--- src/rtl/nand_ecc_pkg.sv ---
package nand_ecc_pkg;
  localparam int HALF_BYTES = 256;
  localparam int IDX_W      = $clog2(HALF_BYTES);
  localparam int LP_W       = 2 * IDX_W;
  localparam int DATA_W     = 8;
  localparam int CP_W       = 2 * $clog2(DATA_W);
  localparam int PAGE_BYTES = 2 * HALF_BYTES;
  localparam int CNT_W      = IDX_W + 2;
  localparam int WORDS      = 3;
  localparam int WIDX_W     = 2;

  localparam logic [7:0] MODE_CLEAR  = 8'hF4;
  localparam logic [7:0] MODE_CALC   = 8'hB4;
  localparam logic [7:0] MODE_RESULT = 8'hD4;
  localparam logic [7:0] MODE_DATA   = 8'h94;

  typedef enum logic [1:0] {ST_IDLE, ST_CALC, ST_RESULT} ecc_st_e;

  typedef struct packed {
    logic [LP_W-1:0] lp;
    logic [CP_W-1:0] cp;
  } parity_t;
endpackage

--- src/rtl/ecc_half_acc.sv ---
module ecc_half_acc
  import nand_ecc_pkg::*;
(
  input  logic              clk_i,
  input  logic              rst_ni,
  input  logic              clr_i,
  input  logic              en_i,
  input  logic [IDX_W-1:0]  idx_i,
  input  logic [DATA_W-1:0] byte_i,
  output parity_t           par_o
);
  parity_t acc_q, upd;
  logic    bpar;

  always_comb begin
    bpar = ^byte_i;
    upd  = '0;
    for (int k = 0; k < IDX_W; k++) begin
      upd.lp[2*k]   = bpar & ~idx_i[k];
      upd.lp[2*k+1] = bpar &  idx_i[k];
    end
    for (int j = 0; j < CP_W/2; j++) begin
      for (int b = 0; b < DATA_W; b++) begin
        if (b[j]) upd.cp[2*j+1] = upd.cp[2*j+1] ^ byte_i[b];
        else      upd.cp[2*j]   = upd.cp[2*j]   ^ byte_i[b];
      end
    end
  end

  always_ff @(posedge clk_i or negedge rst_ni) begin
    if (!rst_ni)    acc_q <= '0;
    else if (clr_i) acc_q <= '0;
    else if (en_i)  acc_q <= acc_q ^ upd;
  end

  assign par_o = acc_q;
endmodule

--- src/rtl/ecc_ctrl.sv ---
module ecc_ctrl
  import nand_ecc_pkg::*;
(
  input  logic              clk_i,
  input  logic              rst_ni,
  input  logic              mode_we_i,
  input  logic [7:0]        mode_i,
  input  logic              byte_vld_i,
  input  logic              res_rd_i,
  output logic              clr_o,
  output logic [1:0]        en_o,
  output logic [IDX_W-1:0]  idx_o,
  output logic [WIDX_W-1:0] widx_o,
  output logic [CNT_W-1:0]  cnt_o,
  output ecc_st_e           st_o
);
  ecc_st_e            st_q;
  logic [CNT_W-1:0]   cnt_q;
  logic [WIDX_W-1:0]  widx_q;
  logic               take;

  assign clr_o = mode_we_i && (mode_i == MODE_CLEAR);
  assign take  = (st_q == ST_CALC) && byte_vld_i && !mode_we_i
                 && (cnt_q < CNT_W'(PAGE_BYTES));
  assign idx_o = cnt_q[IDX_W-1:0];
  assign en_o  = {take & cnt_q[IDX_W], take & ~cnt_q[IDX_W]};

  always_ff @(posedge clk_i or negedge rst_ni) begin
    if (!rst_ni) begin
      st_q   <= ST_IDLE;
      cnt_q  <= '0;
      widx_q <= '0;
    end else if (mode_we_i) begin
      case (mode_i)
        MODE_CLEAR:  begin st_q <= ST_IDLE; cnt_q <= '0; end
        MODE_CALC:   st_q <= ST_CALC;
        MODE_RESULT: begin st_q <= ST_RESULT; widx_q <= '0; end
        MODE_DATA:   begin st_q <= ST_IDLE; widx_q <= '0; end
        default: ;
      endcase
    end else begin
      if (take) cnt_q <= cnt_q + 1'b1;
      if (st_q == ST_RESULT && res_rd_i)
        widx_q <= (widx_q == WIDX_W'(WORDS-1)) ? '0 : widx_q + 1'b1;
    end
  end

  assign widx_o = widx_q;
  assign cnt_o  = cnt_q;
  assign st_o   = st_q;
endmodule

--- src/rtl/ecc_readout.sv ---
module ecc_readout
  import nand_ecc_pkg::*;
(
  input  parity_t           par0_i,
  input  parity_t           par1_i,
  input  logic [WIDX_W-1:0] widx_i,
  output logic [15:0]       word_o
);
  logic [LP_W-1:0] lp0_n, lp1_n;
  logic [7:0]      cb0, cb1;

  assign lp0_n = ~par0_i.lp;
  assign lp1_n = ~par1_i.lp;
  assign cb0   = {~par0_i.cp, 2'b11};
  assign cb1   = {~par1_i.cp, 2'b11};

  always_comb begin
    case (widx_i)
      2'd0:    word_o = lp0_n;
      2'd1:    word_o = {lp1_n[7:0], cb0};
      2'd2:    word_o = {cb1, lp1_n[15:8]};
      default: word_o = 16'hFFFF;
    endcase
  end
endmodule

--- src/rtl/nand_ecc_gen.sv ---
module nand_ecc_gen
  import nand_ecc_pkg::*;
(
  input  logic        clk_i,
  input  logic        rst_ni,
  input  logic        mode_we_i,
  input  logic [7:0]  mode_i,
  input  logic        byte_vld_i,
  input  logic [7:0]  byte_i,
  input  logic        res_rd_i,
  output logic [15:0] res_o
);
  logic              clr;
  logic [1:0]        en;
  logic [IDX_W-1:0]  idx;
  logic [WIDX_W-1:0] widx;
  logic [CNT_W-1:0]  byte_cnt;
  ecc_st_e           st;
  parity_t           par [2];

  ecc_ctrl i_ctrl (
    .clk_i, .rst_ni, .mode_we_i, .mode_i, .byte_vld_i, .res_rd_i,
    .clr_o(clr), .en_o(en), .idx_o(idx), .widx_o(widx),
    .cnt_o(byte_cnt), .st_o(st)
  );

  for (genvar h = 0; h < 2; h++) begin : g_half
    ecc_half_acc i_acc (
      .clk_i, .rst_ni, .clr_i(clr), .en_i(en[h]), .idx_i(idx),
      .byte_i, .par_o(par[h])
    );
  end

  ecc_readout i_rd (
    .par0_i(par[0]), .par1_i(par[1]), .widx_i(widx), .word_o(res_o)
  );
endmodule

--- config.mk ---
export PLATFORM = sky130hd
export DESIGN_NAME = nand_ecc_gen
export DESIGN_NICKNAME = d
export VERILOG_FILES = /design/src/rtl/nand_ecc_pkg.sv /design/src/rtl/ecc_half_acc.sv /design/src/rtl/ecc_ctrl.sv /design/src/rtl/ecc_readout.sv /design/src/rtl/nand_ecc_gen.sv
export SDC_FILE = /design/constraint.sdc
export NUM_CORES = 1
export LEC_CHECK = 0
export BUFFER_PORTS_ARGS = -buffer_cell sky130_fd_sc_hd__buf_2
export CAP_MARGIN = 20
export CELL_PAD_IN_SITES_DETAIL_PLACEMENT = 2
export CELL_PAD_IN_SITES_GLOBAL_PLACEMENT = 2
export CORE_MARGIN = 5
export CORE_UTILIZATION = 38
export CTS_BUF_LIST = sky130_fd_sc_hd__clkbuf_4
export DETAILED_ROUTE_END_ITERATION = 7
export GPL_ROUTABILITY_DRIVEN = 1
export PLACE_DENSITY = 0.79
export REMOVE_ABC_BUFFERS = 1
export SLEW_MARGIN = 20
export SYNTH_ARGS = -nofsm -noshare
export SYNTH_HDL_FRONTEND = slang
export SYNTH_SLANG_ARGS = --single-unit
export TNS_END_PERCENT = 100
--- constraint.sdc ---
create_clock -name clk_i -period 2.6 [get_ports clk_i]
set_input_delay 0.26 -clock clk_i [delete_from_list [all_inputs] [get_ports clk_i]]
set_output_delay 0.26 -clock clk_i [all_outputs]
set_load 0.02 [all_outputs]
Word-level counts from Yosys, hierarchy flattened
Cells that the tools add are included.
- divide/modulo/power cells: 0
- bitwise logic cells: 50
- muxes and demuxes: 13
- eq/ne operators: 10
- shift operators: 0
- $mul: 0
- reduce and logical (&&, ||, !) cells: 18
- $add $sub $neg: 2
- $lt $le $gt $ge: 1
- operators by type and width (kind ; count):
    22-bit 2-to-1 mux ; 4
    16-bit one-hot mux with 3 select lines ; 1
    22-bit XOR ; 2
    8-bit equality test, second input constant ; 4
    16-bit inverter ; 2
    10-bit 2-to-1 mux ; 3
    1-bit bitwise AND ; 18
    1-bit XOR ; 17
    6-bit inverter ; 2
    10-bit by 1-bit adder with 10-bit output, second input constant ; 1
    10-bit less-than comparator, second input constant ; 1
    1-bit inverter ; 9
    2-bit 2-to-1 mux ; 4
    2-bit nonzero test ; 4
    8-bit XOR reduction ; 1
    2-bit one-hot mux with 3 select lines ; 1
    2-bit AND reduction ; 3
    1-bit logical AND ; 5
    2-bit by 1-bit equality test with 1-bit output, second input constant ; 2
    2-bit equality test, second input constant ; 2
    2-bit OR reduction ; 2
    3-bit nonzero test ; 1
    2-bit by 1-bit adder with 2-bit output, second input constant ; 1
    2-bit logical NOT ; 1
    3 further kinds ; 3
- latch bits: 0
- memory bits (writable): 0
- memories: 0
- flip-flop bits (word level): 58
- bits of input ports: 21
- logic and storage cells: 101
- output and inout bits: 16
- memory bits (read-only): 0

Longest topological paths before layout
- depth in word-level cells: 7
- mapped depth: 7
- mapped depth without buffers: 5

By module
Synthesis repeated with hierarchy kept, for this count alone.
- cell total of the unflattened synthesis: 377
- area total of the unflattened synthesis: 3519.6 um^2
- modules (own cells, without submodules) (module ; area an instance (um^2) ; seq. area each (um^2) ; instances ; cells an instance):
    ecc_half_acc ; 1162.4 ; 550.5 ; 2 ; 126
    ecc_ctrl ; 847.1 ; 350.3 ; 1 ; 87
    ecc_readout ; 347.8 ; 0.0 ; 1 ; 38

Least setup slack after synthesis
Ideal clock, no wire load.
- path type: reg-to-output
- start: register i_ctrl.widx_q[0], in the netlist i_ctrl.widx_o[0]
- end: output port res_o[10]
- buffers on the path: 2
- required time: 2.340 ns
- slack: 0.585 ns
- data arrival time: 1.755 ns
- stages on the path, launching flop included: 6
- cell sequence: dfrtp_1 clkbuf_1 buf_1 mux2i_1 nor2_1 a21oi_1
- longest elaborated chain between the ends: 2
- elaborated cells on any way between the ends: 4
- classes of those cells: eq/ne (2); mux (1); reduce/logical (1)
- ends and longest elaborated chain (element ; line ; text):
    start: declaration ; ecc_ctrl.sv:19 ; logic [WIDX_W-1:0] widx_q;
    start signal: assignment ; ecc_ctrl.sv:44 ; widx_q <= (widx_q == WIDX_W'(WORDS-1)) ? '0 : widx_q + 1'b1;
    2-bit equality test, or another cell as far along ; ecc_readout.sv:18 ; case (widx_i)
    16-bit one-hot mux with 3 select lines (*) ; ecc_readout.sv:18 ;
    end: declaration ; nand_ecc_gen.sv:11 ; output logic [15:0] res_o
Every way passes the cells marked *; elsewhere a longest branch is shown, timed or not.

Worst setup path after layout
- start: register i_ctrl.widx_q[0], in the netlist i_ctrl.widx_o[0]
- end: output port res_o[14]
Same word-level chain as after synthesis.

==> impl_metrics.csv <==
group,metric,value,unit
layout,n_fill_cell,909,
power,sw_frac_of_total,0.414,
setup_path,endpoint_kind,"primary output",
setup_path,critPathSlowestCell,"dfrtp_1",
power,design_power_total,2.72,mW
detailed_routing,first_pass_iters,4,
clock_tree,post_cts_resized,0,
timing,setup_tns,0,ns
yosys,muxShareOfSynthArea,0.0886,
timing,max_freq,0.421,GHz
clock_tree,post_cts_buffers,0,
detailed_routing,vias,2754,
yosys,synth_fa_ha_area_frac,0.00396,
clock_tree,htree_num_levels,3,
grt,antenna_found_initial,0,
power,power_frac_seq,0.465,
power,power_density,755,nW/um2
yosys,syn_inst,338,
layout,antenna_cells_inserted,0,
status,status,"finished, final reports clean",
power,vdd.ir_drop.worst,0.000288,V
floorplan,fp.dieH,101,um
layout,drive_gt1_frac,0.184,
clock_tree,cts_made_buffers,9,
grt,gr-total-overflow,0,
detailed_routing,drtIter0Drc,75,
clock_tree,cts_tree,"done",
yosys,syn_avg_cell_area,9.36,um2
setup_path,regToRegSetupSlack,0.48,ns
yosys,synth-xor-area-share,0.0637,
timing,skew,0.0226,ns
placement,gp_congestion,0.752,
timing,finalCritPeriodShare,0.914,
layout,fin_nets,394,
timing,setup_ws,0.224,ns
setup_path,start_kind,"register",
floorplan,core_area,8180,um2
floorplan,initial_utilization,0.387,
detailed_routing,wirelength,9610,um
power,leakage,1.58,nW
power,p_int,1.59,mW
grt,grt_pass1_vias,3171,
yosys,synth_area,3160,um2
floorplan,io-pin-count,37,
setup_path,crit_chain,"buf_4 > mux2i_1 > nor2_1 > a21oi_1 > buf_2",
yosys,yosysSeqAreaShare,0.459,
grt,globalRouteTotalUtil,0.206,
detailed_routing,via_per_inst,5.74,
detailed_routing,drc,0,
yosys,synth_top_family_by_area,"simple AND/OR/NAND/NOR gates",
power,clockPowerShare,0.189,
detailed_routing,drtAntennaViolNets,0,
placement,hpwl,6850,um
grt,grt_max_degree,34,
detailed_routing,wire_per_inst,20.0,um
clock_tree,cts.clk_slew.worst_paths,0.08,ns
layout,area_growth,13.8,%
worst_hold_path,hp-class,"in2reg",
clock_tree,clock_path_buffers,2,
setup_path,crit_type,"reg2out",
setup_path,path_buf_inv,2,
job,drv_cap,0,
timing,tightest_slew,0.803,ns
clock_tree,clk-insertion-delay-late,0.41,ns
clock_tree,cts_hold_buffers,1,
yosys,synth_compound_area_frac,0.157,
setup_path,required,2.34,ns
timing,fin_hold_ws,0.141,ns
yosys,synth_cell_types,34,
clock_tree,clkSinkCount,58,
timing,min_period,2.38,ns
yosys,synth-simple-area-share,0.189,
placement,dp_slack,0.427,ns
placement,numPortBuffers,36,
yosys,synth-seq-cells,58,
floorplan,rows,33,
timing,finalSetupViolations,0,
timing,hold_viol,0,
floorplan,die_w,101,um
power,switchingPower,1.12,mW
timing,rsz0062_at_grt,"no",
floorplan,dieArea,10200,um2
grt,grt_pass1_wl,16500,um
setup_path,slowest_delay,0.80,ns
power,p_comb_frac,0.346,
clock_tree,root_buffer,"clkbuf_4",
setup_path,critical_path.top_delay_family,"flip-flops",
setup_path,crit_fanout,12,
timing,finalMaxSlewViolations,0,
setup_path,worstPathArrival,2.12,ns
timing,slew_headroom,0.465,
yosys,synth_warnings,0,
-- area by class of cell --
cell class,instances,area (um2),share of cell area
clock inverter,5,23.8,0.00661
timing repair buffer,51,320,0.0890
inverter,2,7.51,0.00209
multi-input combinational,250,1600,0.444
clock buffer,9,67.6,0.0188
tap,105,131,0.0365
sequential,58,1450,0.403
-- state kept, by name, indices dropped and copies added (netlist names) --
name	count
g_half.i_acc.par_o	44
i_ctrl.cnt_o	10
i_ctrl.st_o	2
i_ctrl.widx_o	2
-- worst register-to-register path: cells and delay by family (launching register included) --
family / cells / cell delay [ns]
and+or+nand+nor: 3 / 1.48
DFF: 1 / 0.42
AOI/OAI and AO/OA: 1 / 0.17
-- worst paths after layout --
check                                       endpoint  cells past startpoint                startpoint
setup / recovery                           res_o[14]                      5          i_ctrl.widx_o[0]
hold / removal                        i_ctrl.st_o[1]                      3                 mode_i[6]
setup reg to reg           g_half[0].i_acc.par_o[10]                      4            i_ctrl.st_o[1]
hold reg to reg             g_half[0].i_acc.par_o[7]                      1  g_half[0].i_acc.par_o[7]
max in group asynchronous   g_half[1].i_acc.par_o[4]                      3                    rst_ni
min in group asynchronous   g_half[0].i_acc.par_o[1]                      2                    rst_ni
-- cell usage in the layout (no fill, tap or decap), drive strengths merged, types with 4 or more instances in the layout --
cell type / instances
nand3: 16
o21ai: 21
xor2: 4
o311ai: 10
xnor2: 19
mux2i: 28
nor2: 25
dfrtp: 58
a21oi: 34
or3: 18
buf: 50
clkinv: 5
nand2: 26
o31ai: 16
or4: 6
or2: 4
clkbuf: 9
-- cells in the mapped netlist --
library cell	number	area share
a21oi_1	34	0.054
a31oi_1	1	0.0020
and2_1	1	0.0020
and3_1	2	0.0040
buf_1	2	0.0024
buf_2	1	0.0016
buf_6	1	0.0036
clkbuf_1	23	0.027
clkbuf_2	1	0.0016
dfrtp_1	58	0.46
ha_1	1	0.0040
inv_1	2	0.0024
mux2i_1	28	0.089
nand2_1	26	0.031
nand2b_1	1	0.0020
nand3_1	16	0.025
nand3b_1	3	0.0071
nand4_1	3	0.0059
nand4b_1	1	0.0028
nand4bb_1	1	0.0036
nor2_1	25	0.030
nor2b_1	3	0.0059
nor3_1	3	0.0047
nor4b_2	1	0.0047
nor4bb_1	1	0.0032
o21ai_0	21	0.033
o22ai_1	1	0.0020
o311ai_0	10	0.028
o31ai_1	16	0.038
or2_2	4	0.0079
or3_1	18	0.036
or4_1	6	0.014
xnor2_1	19	0.053
xor2_1	4	0.011
-- power groups by stage --
stage	sequential (mW)	combinational [mW]	clock, mW
after global placement	1.26	0.905	0
after global routing	1.30	1.05	0.584
after detailed placement	1.29	0.955	0
after CTS	1.27	0.960	0.531
final	1.26	0.939	0.513
after floorplan	1.23	0.556	0
-- cells by family (layout without fill, tap and decap cells) --
kind of cell | count (synthesis) | after routing
DFF | 58 | 58
and+or+nand+nor | 115 | 115
AOI/OAI and AO/OA | 83 | 83
buffers and inverters | 30 | 67
xor gates and xnor gates | 23 | 23
muxes | 28 | 28
adders and majority gates | 1 | 1
-- metal layers --
layer	vias to the layer above	track usage	wire length, um
met5	-	0	0
met4	0	0.0562	128
met3	13	0.0331	235
met2	36	0.353	4830
met1	1413	0.269	4420
li1	1292	-	-
-- per-stage QoR --
step,utilization,cells,cell area (um2)
3_3_place_gp,0.428,465,3500
2_1_floorplan,-,310,3050
6_report,0.440,480,3600
4_1_cts,0.440,480,3600
5_1_grt,0.440,480,3600
3_5_place_dp,0.428,465,3500
Note: power is estimated with default switching activity, not from simulation.
